File: config.mk
export PLATFORM = sky130hd
export DESIGN_NAME = cmp_out_unit
export DESIGN_NICKNAME = d
export VERILOG_FILES = /design/src/rtl/cmo_pkg.sv /design/src/rtl/cmo_counter.sv /design/src/rtl/cmo_channel.sv /design/src/rtl/cmp_out_unit.sv
export SDC_FILE = /design/constraint.sdc
export NUM_CORES = 1
export LEC_CHECK = 0
export ABC_AREA = 0
export BUFFER_PORTS_ARGS = -buffer_cell sky130_fd_sc_hd__buf_2
export CORE_UTILIZATION = 51
export CTS_BUF_LIST = sky130_fd_sc_hd__clkbuf_4 sky130_fd_sc_hd__clkbuf_8 sky130_fd_sc_hd__clkbuf_16
export CTS_CLUSTER_SIZE = 24
export DETAILED_ROUTE_END_ITERATION = 10
export GPL_TIMING_DRIVEN = 0
export PLACE_DENSITY = 0.73
export SETUP_SLACK_MARGIN = 0.02
export SLEW_MARGIN = 0
export SYNTH_ARGS = -nofsm -noshare
export SYNTH_HDL_FRONTEND = slang
export SYNTH_SLANG_ARGS = --single-unit
File: constraint.sdc
create_clock -name clk -period 1.5 [get_ports clk]
set_input_delay 0.375 -clock clk [delete_from_list [all_inputs] [get_ports clk]]
set_output_delay 0.375 -clock clk [all_outputs]
set_load 0.05 [all_outputs]
File: src/rtl/cmo_pkg.sv
package cmo_pkg;

  typedef enum logic [1:0] {
    OM_OFF    = 2'b00,
    OM_TOGGLE = 2'b01,
    OM_CLEAR  = 2'b10,
    OM_SET    = 2'b11
  } out_mode_e;

  localparam int ADR_CTRL_A = 0;
  localparam int ADR_CTRL_B = 1;
  localparam int ADR_CMP_A  = 2;
  localparam int ADR_PIN    = 4;

  localparam logic [3:0] WAVE_CTC = 4'b0100;

  // Four-bit waveform mode gathered from both control registers.
  function automatic logic [3:0] wave_mode(input logic [7:0] ctl_a, input logic [7:0] ctl_b);
    return {ctl_b[4:3], ctl_a[1:0]};
  endfunction

  function automatic logic wave_is_ctc(input logic [3:0] wm);
    return wm == WAVE_CTC;
  endfunction

  // Compare output value after a match under a given mode.
  function automatic logic next_oc(input logic [1:0] mode, input logic cur);
    case (out_mode_e'(mode))
      OM_TOGGLE: return ~cur;
      OM_CLEAR:  return 1'b0;
      OM_SET:    return 1'b1;
      default:   return cur;
    endcase
  endfunction

endpackage

File: src/rtl/cmo_counter.sv
module cmo_counter #(
  parameter int W = 16
) (
  input  logic         clk,
  input  logic         rst_n,
  input  logic         ctc_on,
  input  logic [W-1:0] top_val,
  output logic [W-1:0] cnt
);

  logic [W-1:0] cnt_q;
  logic         at_top;

  assign at_top = ctc_on && (cnt_q == top_val);

  always_ff @(posedge clk or negedge rst_n) begin
    if (!rst_n)      cnt_q <= '0;
    else if (at_top) cnt_q <= '0;
    else             cnt_q <= cnt_q + W'(1);
  end

  assign cnt = cnt_q;

endmodule

File: src/rtl/cmo_channel.sv
module cmo_channel #(
  parameter int W = 16
) (
  input  logic         clk,
  input  logic         rst_n,
  input  logic [W-1:0] cnt,
  input  logic [W-1:0] cmp,
  input  logic [1:0]   mode,
  input  logic         dir,
  input  logic         port,
  output logic         match,
  output logic         oc,
  output logic         pin_out,
  output logic         pin_oe
);
  import cmo_pkg::*;

  logic oc_q;

  assign match = (cnt == cmp);

  always_ff @(posedge clk or negedge rst_n) begin
    if (!rst_n)     oc_q <= 1'b0;
    else if (match) oc_q <= next_oc(mode, oc_q);
  end

  assign oc      = oc_q;
  assign pin_out = (mode != OM_OFF) ? oc_q : port;
  assign pin_oe  = dir;

endmodule

File: src/rtl/cmp_out_unit.sv
module cmp_out_unit #(
  parameter int W      = 16,
  parameter int ADDR_W = 3
) (
  input  logic              clk,
  input  logic              rst_n,
  input  logic              wr_en,
  input  logic [ADDR_W-1:0] wr_addr,
  input  logic [W-1:0]      wr_data,
  output logic [W-1:0]      count,
  output logic              pin_a_out,
  output logic              pin_a_oe,
  output logic              pin_b_out,
  output logic              pin_b_oe
);
  import cmo_pkg::*;

  localparam int NUM_CH   = 2;
  localparam int MODE_TOP = 7;

  logic [7:0]        ctrl_a_q, ctrl_b_q;
  logic [W-1:0]      cmp_q [NUM_CH];
  logic [NUM_CH-1:0] dir_q, port_q;
  logic [NUM_CH-1:0] match_v, oc_v, out_v, oe_v;
  logic [1:0]        mode_v [NUM_CH];

  // Named internal events for the bound checker.
  logic [3:0]   wave_m;
  logic         ctc_on;
  logic [W-1:0] top_val;
  logic         match_a, match_b, oc_a, oc_b;
  logic [1:0]   mode_a, mode_b;

  always_ff @(posedge clk or negedge rst_n) begin
    if (!rst_n) begin
      ctrl_a_q <= '0;
      ctrl_b_q <= '0;
      dir_q    <= '0;
      port_q   <= '0;
      for (int i = 0; i < NUM_CH; i++) cmp_q[i] <= '0;
    end else if (wr_en) begin
      if (wr_addr == ADDR_W'(ADR_CTRL_A)) ctrl_a_q <= wr_data[7:0];
      if (wr_addr == ADDR_W'(ADR_CTRL_B)) ctrl_b_q <= wr_data[7:0];
      if (wr_addr == ADDR_W'(ADR_PIN)) begin
        dir_q  <= wr_data[NUM_CH-1:0];
        port_q <= wr_data[2*NUM_CH-1:NUM_CH];
      end
      for (int i = 0; i < NUM_CH; i++)
        if (wr_addr == ADDR_W'(ADR_CMP_A + i)) cmp_q[i] <= wr_data;
    end
  end

  assign wave_m  = wave_mode(ctrl_a_q, ctrl_b_q);
  assign ctc_on  = wave_is_ctc(wave_m);
  assign top_val = cmp_q[0];

  cmo_counter #(.W(W)) cnt_i (
    .clk     (clk),
    .rst_n   (rst_n),
    .ctc_on  (ctc_on),
    .top_val (top_val),
    .cnt     (count)
  );

  for (genvar i = 0; i < NUM_CH; i++) begin : g_ch
    assign mode_v[i] = ctrl_a_q[MODE_TOP-2*i -: 2];

    cmo_channel #(.W(W)) ch_i (
      .clk     (clk),
      .rst_n   (rst_n),
      .cnt     (count),
      .cmp     (cmp_q[i]),
      .mode    (mode_v[i]),
      .dir     (dir_q[i]),
      .port    (port_q[i]),
      .match   (match_v[i]),
      .oc      (oc_v[i]),
      .pin_out (out_v[i]),
      .pin_oe  (oe_v[i])
    );
  end

  assign match_a = match_v[0];
  assign match_b = match_v[1];
  assign oc_a    = oc_v[0];
  assign oc_b    = oc_v[1];
  assign mode_a  = mode_v[0];
  assign mode_b  = mode_v[1];

  assign pin_a_out = out_v[0];
  assign pin_a_oe  = oe_v[0];
  assign pin_b_out = out_v[1];
  assign pin_b_oe  = oe_v[1];

endmodule

==> flow_summary.json <==
{
  "synthDistinctLibCells": 28,
  "clk_transition_reported_paths_ps": 70,
  "post_cts_hold_buffer_count": 0,
  "number_of_warnings_issued_by_yosys": 0,
  "rows": 27,
  "crit_path_end_kind": "flip-flop",
  "depth_of_the_cts_h_tree": 3,
  "post-route-worst-setup-slack_ps": -433,
  "cp_data_required_time_ps": 1720,
  "yosys.area.top_type_share": 0.520,
  "sw_ratio": 0.325,
  "slew_headroom": 0.493,
  "clock_tree_from_tritoncts": "done",
  "synth_nets": 263,
  "hp-class": "input pin to async pin",
  "synth.avg_cell_area_um2": 12.4,
  "die_width_um": 78.5,
  "timing.max_cap.violations": 0,
  "drt_wl_total_um": 5990,
  "ant_nets": 0,
  "setup.worst_path.start_class": "flip-flop",
  "crit_fanout": 6,
  "cts-root-buf": "clkbuf_8",
  "total_vias_in_the_final_route": 1936,
  "drt_pass1_iterations": 4,
  "timing.final.crit_period_ps": 1930,
  "violations": "setup timing",
  "seq_power_share": 0.375,
  "first_pass_grt_wire_length_um": 9530,
  "die_area_mm2": 0.00616,
  "floorplan.io_pins": 42,
  "final_layout_size_suffix_gt1_frac": 0.580,
  "drt_first_iter_violations": 80,
  "overflow": 0,
  "avgRoutedWirePerCell_um": 15.9,
  "cts-root-to-sink-buffers": 2,
  "critical_path_arrival_ps": 2160,
  "fp.coreArea_mm2": 0.00557,
  "setup_viol_count_final": 20,
  "globalRouteTotalUtil": 0.213,
  "timing.setup.critical_path_class": "flip-flop to flip-flop",
  "fin_crit_sh": 1.29,
  "reg2reg_slack_ps": -430,
  "fin_worst_skew_ps": 8.15,
  "synth.area.top_cells": "dfrtp_1 (52%), mux2_2 (17%), xnor2_1 (11%), nand4_1 (2.1%), nor2_2 (2.1%)",
  "most-common-layout-cells": "dfrtp_1 (46), mux2_2 (44), buf_2 (35)",
  "yosysSeqAreaShare": 0.520,
  "fillers": 402,
  "avgViaCountPerCell": 5.14,
  "p_int_mw": 4.22,
  "total_leakage_power_nw": 1.66,
  "pre_cts_slack_ps": -541,
  "vias_in_the_first_global_route": 1949,
  "port_buffer_cells": 41,
  "detail_route.drc_violations": 0,
  "final-hold-violation-count": 0,
  "vdd_ir_drop_max_mv": 1.03,
  "antenna_diodes": 0,
  "clock_power_share": 0.272,
  "detailed_place_hpwl_um": 3960,
  "tightest_slew_ps": 760,
  "cellPowerDensity_mw_per_mm2": 1600,
  "initial_antenna_violation_count": 0,
  "timing.fmax_ghz": 0.517,
  "syn_to_final_growth_pct": 30.9,
  "worst_reg2reg_path_endpoint": "cnt_i.cnt[7]",
  "post_synth_instance_area_mm2": 0.00298,
  "start_util": 0.535,
  "final.setup.tns_ps": -7630,
  "setup_repair_after_global_routing_missed_its_margin": "yes",
  "ys_ff_latch": 62,
  "postSynthCellCount": 240,
  "layout.cells.most_common": "dfrtp_1",
  "result_of_the_run": "finished, violations left",
  "reg2reg_depth": 7,
  "pin_count_of_the_biggest_net_entering_global_routing": 63,
  "maxSlewViolCount": 0,
  "finalWeightedCongestion": 0.798,
  "cts_inserted_buffers": 9,
  "timing.rr.start": "cnt_i.cnt[8]",
  "clkSinkCount": 62,
  "die_h_um": 78.5,
  "power.combinational.fraction": 0.352,
  "clk-insertion-delay-late_ps": 330,
  "power.switching_mw": 2.04,
  "num-nets-final": 323,
  "synthDominantAreaCellType": "dfrtp_1"
}
[repair_timing]
item,CTS,global route
pin swaps,11,16
setup endpoints to repair,21,35
buffers inserted,5,5
resized for setup,23,21
cloned,0,1
[per-layer routing]
layer	share of wire	up-vias	global-route usage
met5	0	-	0
met4	0.023	0	0.115
met3	0.037	12	0.0430
met2	0.50	43	0.341
met1	0.44	942	0.272
li1	-	939	-
[cell usage after synthesis (all sizes together)]
library cell and instances:
and3 2, and3b 1, nor3 3, inv 1
mux2 46, nor4 2, nor2 22, and4 1
ha 1, mux2i 2, nand4 10, nand3 11
nor3b 1, and4b 1, nand2 8, nor2b 5
nand2b 1, buf 10, xor2 7, xnor2 39
clkbuf 4, dfrtp 62
[cells by family after synthesis]
kind of cell  share of synthesized area
simple gates                      0.127
xor+xnor                          0.135
buf+inv                          0.0335
mux                               0.180
flops                             0.520
fa+ha+maj                       0.00419
[power by group through the flow]
stage	Combinational, mW	Sequential, mW	Clock (mW)
after global placement	1.82	2.32	0
after global routing	2.35	2.39	1.82
after CTS	2.07	2.33	1.72
final	2.21	2.35	1.70
after floorplan	1.13	2.64	0
after detailed placement	1.84	2.34	0
[critical path, stage by stage, from the launching register on]
cell	delay, ps
dfrtp_2	470
xnor2_2	190
nand4_1	200
nor4_4	360
and4b_1	270
buf_6	150
clkbuf_16	150
nor2_2	40
[worst max-delay path by stage]
stage,from,cells after the start,end,slack (ps)
3_3_place_gp,cnt_i.cnt[4],8,cnt_i.cnt[10],-560
5_1_grt,cnt_i.cnt[2],8,cnt_i.cnt[10],-510
4_1_cts,cnt_i.cnt[2],8,cnt_i.cnt[6],-420
2_1_floorplan,cnt_i.cnt[5],8,cnt_i.cnt[0],-390
3_5_place_dp,cnt_i.cnt[4],8,cnt_i.cnt[10],-540
6_report,cnt_i.cnt[8],7,cnt_i.cnt[7],-430
[registers in the layout (all words and copies together) (netlist names)]
signal / cells
ctrl_b_q: 2
ctrl_a_q: 6
dir_q: 2
g_ch.ch_i.oc: 2
cnt_i.cnt: 16
cmp_q: 16
top_val: 16
port_q: 2
[area by class of cell]
type / instances / area (um2) / area share
flip-flops and latches: 62 / 1570 / 0.402
repair buffers: 51 / 349 / 0.0894
clock buffers: 13 / 173 / 0.0442
multi-input cells: 163 / 1520 / 0.388
inverters: 1 / 3.75 / 0.000961
well taps: 72 / 90.1 / 0.0231
clock inverters: 3 / 65.1 / 0.0167
plain buffers: 12 / 139 / 0.0356
[stage by stage]
| stage | instance area [um2] | instances | hold WS, ps | util | total power [mW] |
|---|---|---|---|---|---|
| after floorplan | 3090 | 240 | 79.4 | - | 3.77 |
| after global placement | 3390 | 353 | 485 | 0.608 | 4.15 |
| after detailed placement | 3390 | 353 | 489 | 0.608 | 4.19 |
| after CTS | 3760 | 372 | 275 | 0.675 | 6.12 |
| after global routing | 3910 | 377 | 166 | 0.701 | 6.57 |
| final | 3910 | 377 | 108 | 0.701 | 6.26 |
Note: power is estimated with default switching activity, not from simulation.
